$ cat config.mk
export PLATFORM = sky130hd
export DESIGN_NAME = dual_dispatch
export DESIGN_NICKNAME = d
export VERILOG_FILES = /design/src/rtl/dd_pkg.sv /design/src/rtl/dd_pair_rule.sv /design/src/rtl/dd_pipe_track.sv /design/src/rtl/dual_dispatch.sv
export SDC_FILE = /design/constraint.sdc
export NUM_CORES = 1
export LEC_CHECK = 0
export BUFFER_PORTS_ARGS = -buffer_cell sky130_fd_sc_hd__buf_4
export CAP_MARGIN = 20
export CORE_MARGIN = 3
export CORE_UTILIZATION = 50
export DETAILED_ROUTE_END_ITERATION = 6
export GPL_ROUTABILITY_DRIVEN = 0
export HOLD_SLACK_MARGIN = 0.15
export PLACE_DENSITY = 0.8
export SKIP_CTS_REPAIR_TIMING = 1
export SLEW_MARGIN = 25
export SYNTH_ARGS = -nofsm -noshare
export SYNTH_HDL_FRONTEND = slang
export SYNTH_SLANG_ARGS = --single-unit
$ cat constraint.sdc
create_clock -name clk -period 2.2 [get_ports clk]
set_input_delay 0.11 -clock clk [delete_from_list [all_inputs] [get_ports clk]]
set_output_delay 0.11 -clock clk [all_outputs]
set_load 0.05 [all_outputs]
$ cat src/rtl/dd_pkg.sv
package dd_pkg;
  typedef enum logic [1:0] {
    CLS_INT = 2'd0,
    CLS_LS  = 2'd1,
    CLS_FP  = 2'd2,
    CLS_BR  = 2'd3
  } cls_e;

  localparam logic PIPE_F = 1'b0;
  localparam logic PIPE_M = 1'b1;
  localparam int   NPIPE  = 2;
  localparam int   ST_I   = 0;
  localparam int   ST_R   = 1;
  localparam int   ST_A   = 2;
endpackage

$ cat src/rtl/dd_pair_rule.sv
module dd_pair_rule #(
  parameter int REG_W = 5
) (
  input  logic             stall,
  input  logic             flush,
  input  logic             c0_valid,
  input  logic             c0_pipe,
  input  logic [REG_W-1:0] c0_dst,
  input  logic             c1_valid,
  input  logic             c1_pipe,
  input  logic [REG_W-1:0] c1_dst,
  input  logic [REG_W-1:0] c1_src_a,
  input  logic [REG_W-1:0] c1_src_b,
  output logic             take0,
  output logic             take1
);
  logic old_writes;
  logic same_pipe;
  logic raw_hit;
  logic waw_hit;

  always_comb begin
    old_writes = (c0_dst != '0);
    same_pipe  = (c0_pipe == c1_pipe);
    raw_hit    = old_writes && ((c1_src_a == c0_dst) || (c1_src_b == c0_dst));
    waw_hit    = old_writes && (c1_dst == c0_dst);
    take0      = c0_valid && !stall && !flush;
    take1      = take0 && c1_valid && !same_pipe && !raw_hit && !waw_hit;
  end
endmodule

$ cat src/rtl/dd_pipe_track.sv
module dd_pipe_track #(
  parameter int TAG_W = 8,
  parameter int NSTG  = 5
) (
  input  logic              clk,
  input  logic              rst_n,
  input  logic              adv,
  input  logic              squash,
  input  logic              ins_valid,
  input  logic [TAG_W-1:0]  ins_tag,
  input  logic              ins_br,
  output logic [NSTG-1:0]   stg_valid,
  output logic [NSTG*TAG_W-1:0] stg_tag,
  output logic              a_branch
);
  import dd_pkg::*;

  logic [NSTG-1:0] vld_q;
  logic [NSTG-1:0] br_q;
  logic [TAG_W-1:0] tag_q [NSTG];

  always_ff @(posedge clk or negedge rst_n) begin
    if (!rst_n) begin
      vld_q[0] <= 1'b0;
      br_q[0]  <= 1'b0;
      tag_q[0] <= '0;
    end else if (adv) begin
      vld_q[0] <= ins_valid;
      br_q[0]  <= ins_br;
      tag_q[0] <= ins_tag;
    end
  end

  for (genvar k = 1; k < NSTG; k++) begin : g_stage
    localparam bit SQUASHABLE = (k - 1) < ST_A;
    always_ff @(posedge clk or negedge rst_n) begin
      if (!rst_n) begin
        vld_q[k] <= 1'b0;
        br_q[k]  <= 1'b0;
        tag_q[k] <= '0;
      end else if (adv) begin
        vld_q[k] <= vld_q[k-1] && !(SQUASHABLE && squash);
        br_q[k]  <= br_q[k-1];
        tag_q[k] <= tag_q[k-1];
      end
    end
  end

  for (genvar k = 0; k < NSTG; k++) begin : g_out
    assign stg_tag[k*TAG_W +: TAG_W] = tag_q[k];
  end

  assign stg_valid = vld_q;
  assign a_branch  = vld_q[ST_A] && br_q[ST_A];
endmodule

$ cat src/rtl/dual_dispatch.sv
module dual_dispatch #(
  parameter int TAG_W = 8,
  parameter int REG_W = 5,
  parameter int NSTG  = 5
) (
  input  logic                  clk,
  input  logic                  rst_n,
  input  logic                  stall,
  input  logic                  br_taken,
  input  logic                  c0_valid,
  output logic                  c0_ready,
  input  logic [1:0]            c0_cls,
  input  logic                  c0_pipe,
  input  logic [REG_W-1:0]      c0_dst,
  input  logic [TAG_W-1:0]      c0_tag,
  input  logic                  c1_valid,
  output logic                  c1_ready,
  input  logic [1:0]            c1_cls,
  input  logic                  c1_pipe,
  input  logic [REG_W-1:0]      c1_dst,
  input  logic [REG_W-1:0]      c1_src_a,
  input  logic [REG_W-1:0]      c1_src_b,
  input  logic [TAG_W-1:0]      c1_tag,
  output logic [NSTG-1:0]       stg_valid_f,
  output logic [NSTG*TAG_W-1:0] stg_tag_f,
  output logic [NSTG-1:0]       stg_valid_m,
  output logic [NSTG*TAG_W-1:0] stg_tag_m,
  output logic                  redirect
);
  import dd_pkg::*;

  logic take0, take1;
  logic br_fire;
  logic adv;
  logic redirect_q;
  logic [NPIPE-1:0] a_br;
  logic [NSTG-1:0]       vld_p [NPIPE];
  logic [NSTG*TAG_W-1:0] tag_p [NPIPE];

  assign adv     = !stall;
  assign br_fire = br_taken && !stall && (|a_br);

  dd_pair_rule #(.REG_W(REG_W)) u_rule (
    .stall    (stall),
    .flush    (br_fire),
    .c0_valid (c0_valid),
    .c0_pipe  (c0_pipe),
    .c0_dst   (c0_dst),
    .c1_valid (c1_valid),
    .c1_pipe  (c1_pipe),
    .c1_dst   (c1_dst),
    .c1_src_a (c1_src_a),
    .c1_src_b (c1_src_b),
    .take0    (take0),
    .take1    (take1)
  );

  for (genvar p = 0; p < NPIPE; p++) begin : g_pipe
    localparam logic PID = (p == 1) ? PIPE_M : PIPE_F;
    logic             sel0, sel1;
    logic             in_v, in_br;
    logic [TAG_W-1:0] in_tag;

    always_comb begin
      sel0   = take0 && (c0_pipe == PID);
      sel1   = take1 && (c1_pipe == PID);
      in_v   = sel0 || sel1;
      in_br  = sel0 ? (c0_cls == CLS_BR) : (sel1 && (c1_cls == CLS_BR));
      in_tag = sel0 ? c0_tag : (sel1 ? c1_tag : '0);
    end

    dd_pipe_track #(.TAG_W(TAG_W), .NSTG(NSTG)) u_trk (
      .clk       (clk),
      .rst_n     (rst_n),
      .adv       (adv),
      .squash    (br_fire),
      .ins_valid (in_v),
      .ins_tag   (in_tag),
      .ins_br    (in_br),
      .stg_valid (vld_p[p]),
      .stg_tag   (tag_p[p]),
      .a_branch  (a_br[p])
    );
  end

  always_ff @(posedge clk or negedge rst_n) begin
    if (!rst_n) redirect_q <= 1'b0;
    else        redirect_q <= br_fire;
  end

  assign c0_ready    = take0;
  assign c1_ready    = take1;
  assign stg_valid_f = vld_p[0];
  assign stg_tag_f   = tag_p[0];
  assign stg_valid_m = vld_p[1];
  assign stg_tag_m   = tag_p[1];
  assign redirect    = redirect_q;
endmodule

==> summary.md <==
| Metric | Value |
|---|---|
| Status | finished, final reports clean |
| GRT Total Usage | 0.1951 |
| Filler cell count in the final layout | approximately 520 |
| Tcrit/Tclk final | 0.9133 |
| Internal | ~3.2 mW |
| Worst-path clk slew | 110 ps |
| Fin area | 5630 um^2 |
| Worst Clk Skew | 17.73 ps |
| Initial cell density of the core | 0.5319 |
| Clock Power Share | 0.266 |
| Leak | around 3.0 nW |
| CP Launch Type | register |
| Total wire length | roughly 9000 um |
| Yosys reg bits | 97 |
| FF-to-FF Start | g_pipe[0].u_trk.stg_valid[2] |
| CP Capture Type | primary output |
| Commonest non-fill, non-tap cell in the layout | buf_4 |
| MaxCap Viol Count | 0 |
| Fin. Hold Viols | 0 |
| RSZ-0062 raised after global routing | no |
| Area grow syn2layout | 40.67% |
| R2r setup slk | between 400 and 500 ps |
| Worst Path Required | about 2100 ps |
| Sw Share | 0.3568 |
| Syn Inst Count | between 200 and 300 |
| # diodes | 0 |
| Min-delay worst type | in2async |
| H-Tree Level Count | 3 |
| Final worst slack | 190.8 ps |
| Largest net degree at the start of global routing | slightly above 60 |
| Core ar. | 7525 um^2 |
| Place WS | around 400 ps |
| WL per Instance | ~16 um |
| Syn Std Cell Area | around 4000 um^2 |
| Syn nets | about 330 |
| CTS tree | yes |
| Synth warn | 0 |
| Ys async rst share | 1.000 |
| Peak VDD IR | 0.4097 mV |
| I/O pin total | approximately 140 |
| FF/Latch Area | between 2000 and 2500 um^2 |
| Clock latency on the worst-skew pair | between 300 and 400 ps |
| GRT overflow | 0 |
| EDFF count, synth | 0 |
| Max Root-Sink Buffers | 2 |
| Power per Cell Area | 875.6 nW/um^2 |
| Max-slew headroom | 0.4924 |
| Vias in the first global route | approximately 2,700 |
| Iter 0 DRT Violations | just under 100 |
| Crit path kind | reg2out |
| Number of port buffers | 140 |
| FMAX | around 500 MHz |
| Post-DP HPWL | roughly 6600 um |
| Number of remaining DRC errors | 0 |
| Crit path max fanout | 5 |
| Switch Pwr | 1.759 mW |
| First-pass GRT wire length | between 10,000 and 15,000 um |
| Layout cells sized above 1 | 0.5256 |
| Standard-cell rows | 31 |
| Worst reg2reg endpoint | g_pipe[0].u_trk.stg_tag[7] |
| Full die area | just over 9000 um^2 |
| Top FF cell, synth | dfrtp_1 |
| Comb power frac | 0.303 |
| Die Height | between 90 and 100 um |
| # nets final | approximately 490 |
| Worst endpoint data arrival time | 1900 ps |
| Count of final setup violators | 0 |
| Total power | approximately 5 mW |
| Syn avg cell area | roughly 14 um^2 |
| Mean number of vias per cell | about 5.2 |
| Root buffer cell | clkbuf_8 |
| Finished Layout Cells | between 500 and 600 |
| Placed cell area | ~5000 um^2 |
| Sequential share of power | 0.431 |
| Seq/Total Area, Yosys | 0.6064 |
| Number of antenna violations at the first check in global routing | 0 |
| TNS Setup | 0 ps |
| Clk sink count | 97 |
| Slew @ Worst Pin | between 700 and 800 ps |
| Vias | between 2,000 and 3,000 |
| Unique cell type count in the Yosys netlist | 35 |
| Slew Limit Fails | 0 |
| DP Cell Count | ~510 |
| Die W | 95.47 um |
| Num CTS Buffers | 9 |
| R2R depth | 5 |
| Drt first pass iters | 4 |
| Period minus WS final | about 2000 ps |
| Antenna Nets Post-Route | 0 |
| Multi-input logic area | approximately 1500 um^2 |
| Most frequent cells in the layout | 142 x buf_4, 97 x dfrtp_1, 72 x mux2_2 |
[through the flow]
stage          hold slack [ps]  utilization
2_1_floorplan           -185.6            -
3_3_place_gp             227.1       0.6841
3_5_place_dp             235.8       0.6841
4_1_cts                 -160.0       0.7150
5_1_grt                  361.3       0.7483
6_report                 350.9       0.7483
[registers in the layout (all words and copies together) (netlist names)]
register and count:
g_pipe.u_trk.br_q 6, redirect 1, g_pipe.u_trk.stg_tag 80, g_pipe.u_trk.stg_valid 10
[power by group through the flow]
stage	Sequential, mW	Clock (mW)	Combinational (mW)
detailed placement	2.16	0	1.47
CTS	2.12	1.34	1.47
global route	2.15	1.43	1.56
floorplan	2.81	0	0.287
finish	2.12	1.31	1.49
global placement	2.15	0	1.45
[cell usage after synthesis, drive strengths merged, types with 2 or more instances]
| cell | count | area [um^2] |
|---|---|---|
| a21oi | 2 | 21.27 |
| nand2b | 3 | 18.77 |
| a32oi | 2 | 17.52 |
| clkbuf | 11 | 41.29 |
| o21ai | 2 | 10.01 |
| inv | 9 | 33.78 |
| nand2 | 5 | 18.77 |
| a22o | 13 | 113.9 |
| buf | 4 | 26.28 |
| dfrtp | 97 | 2427 |
| a21o | 8 | 60.06 |
| mux2 | 72 | 810.8 |
| xor2 | 9 | 78.83 |
| a221o | 8 | 80.08 |
| nor3 | 2 | 10.01 |
| nor2 | 12 | 47.55 |
| xnor2 | 7 | 61.31 |
[final cells by class]
class	count	area share
Sequential cell	97	0.4311
Clock inverter	7	0.01933
Multi-Input combinational cell	159	0.2622
Inverter	9	0.006000
Timing Repair Buffer	168	0.2373
Clock buffer	9	0.02200
Tap cell	99	0.02200
[layer usage]
| layer | GRT usage | part of all wire | up-vias |
|---|---|---|---|
| li1 | - | - | 1331 |
| met1 | 0.2499 | 0.42 | 1398 |
| met2 | 0.3324 | 0.51 | 94 |
| met3 | 0.05130 | 0.058 | 7 |
| met4 | 0.04621 | 0.011 | 0 |
| met5 | 0 | 0 | - |
[how the worst max path moves through the flow]
stage | startpoint | depth (start not counted) | end
after CTS | g_pipe[0].u_trk.stg_valid[2] | 6 | c1_ready
final | g_pipe[0].u_trk.stg_valid[2] | 6 | c1_ready
after global placement | c0_dst[0] | 6 | g_pipe[0].u_trk.stg_tag[5]
after detailed placement | c0_dst[0] | 6 | g_pipe[0].u_trk.stg_tag[7]
after global routing | g_pipe[0].u_trk.stg_valid[2] | 6 | c1_ready
after floorplan | g_pipe[0].u_trk.stg_valid[2] | 5 | c1_ready
[worst max-delay path: stages, from the launching register on]
cell and delay [ps]:
dfrtp_1 420, a22o_1 280, a21oi_4 220, o31a_1 180
o21ai_0 140, nor2_2 110, buf_4 200
[kinds of logic after synthesis]
family	share of synthesized area
DFF	0.6064
muxes	0.2026
AOI/OAI and AO/OA	0.09472
and+or+nand+nor	0.03595
buffers and inverters	0.02532
xor gates and xnor gates	0.03501
No activity file was read; power rests on OpenSTA's default activity.
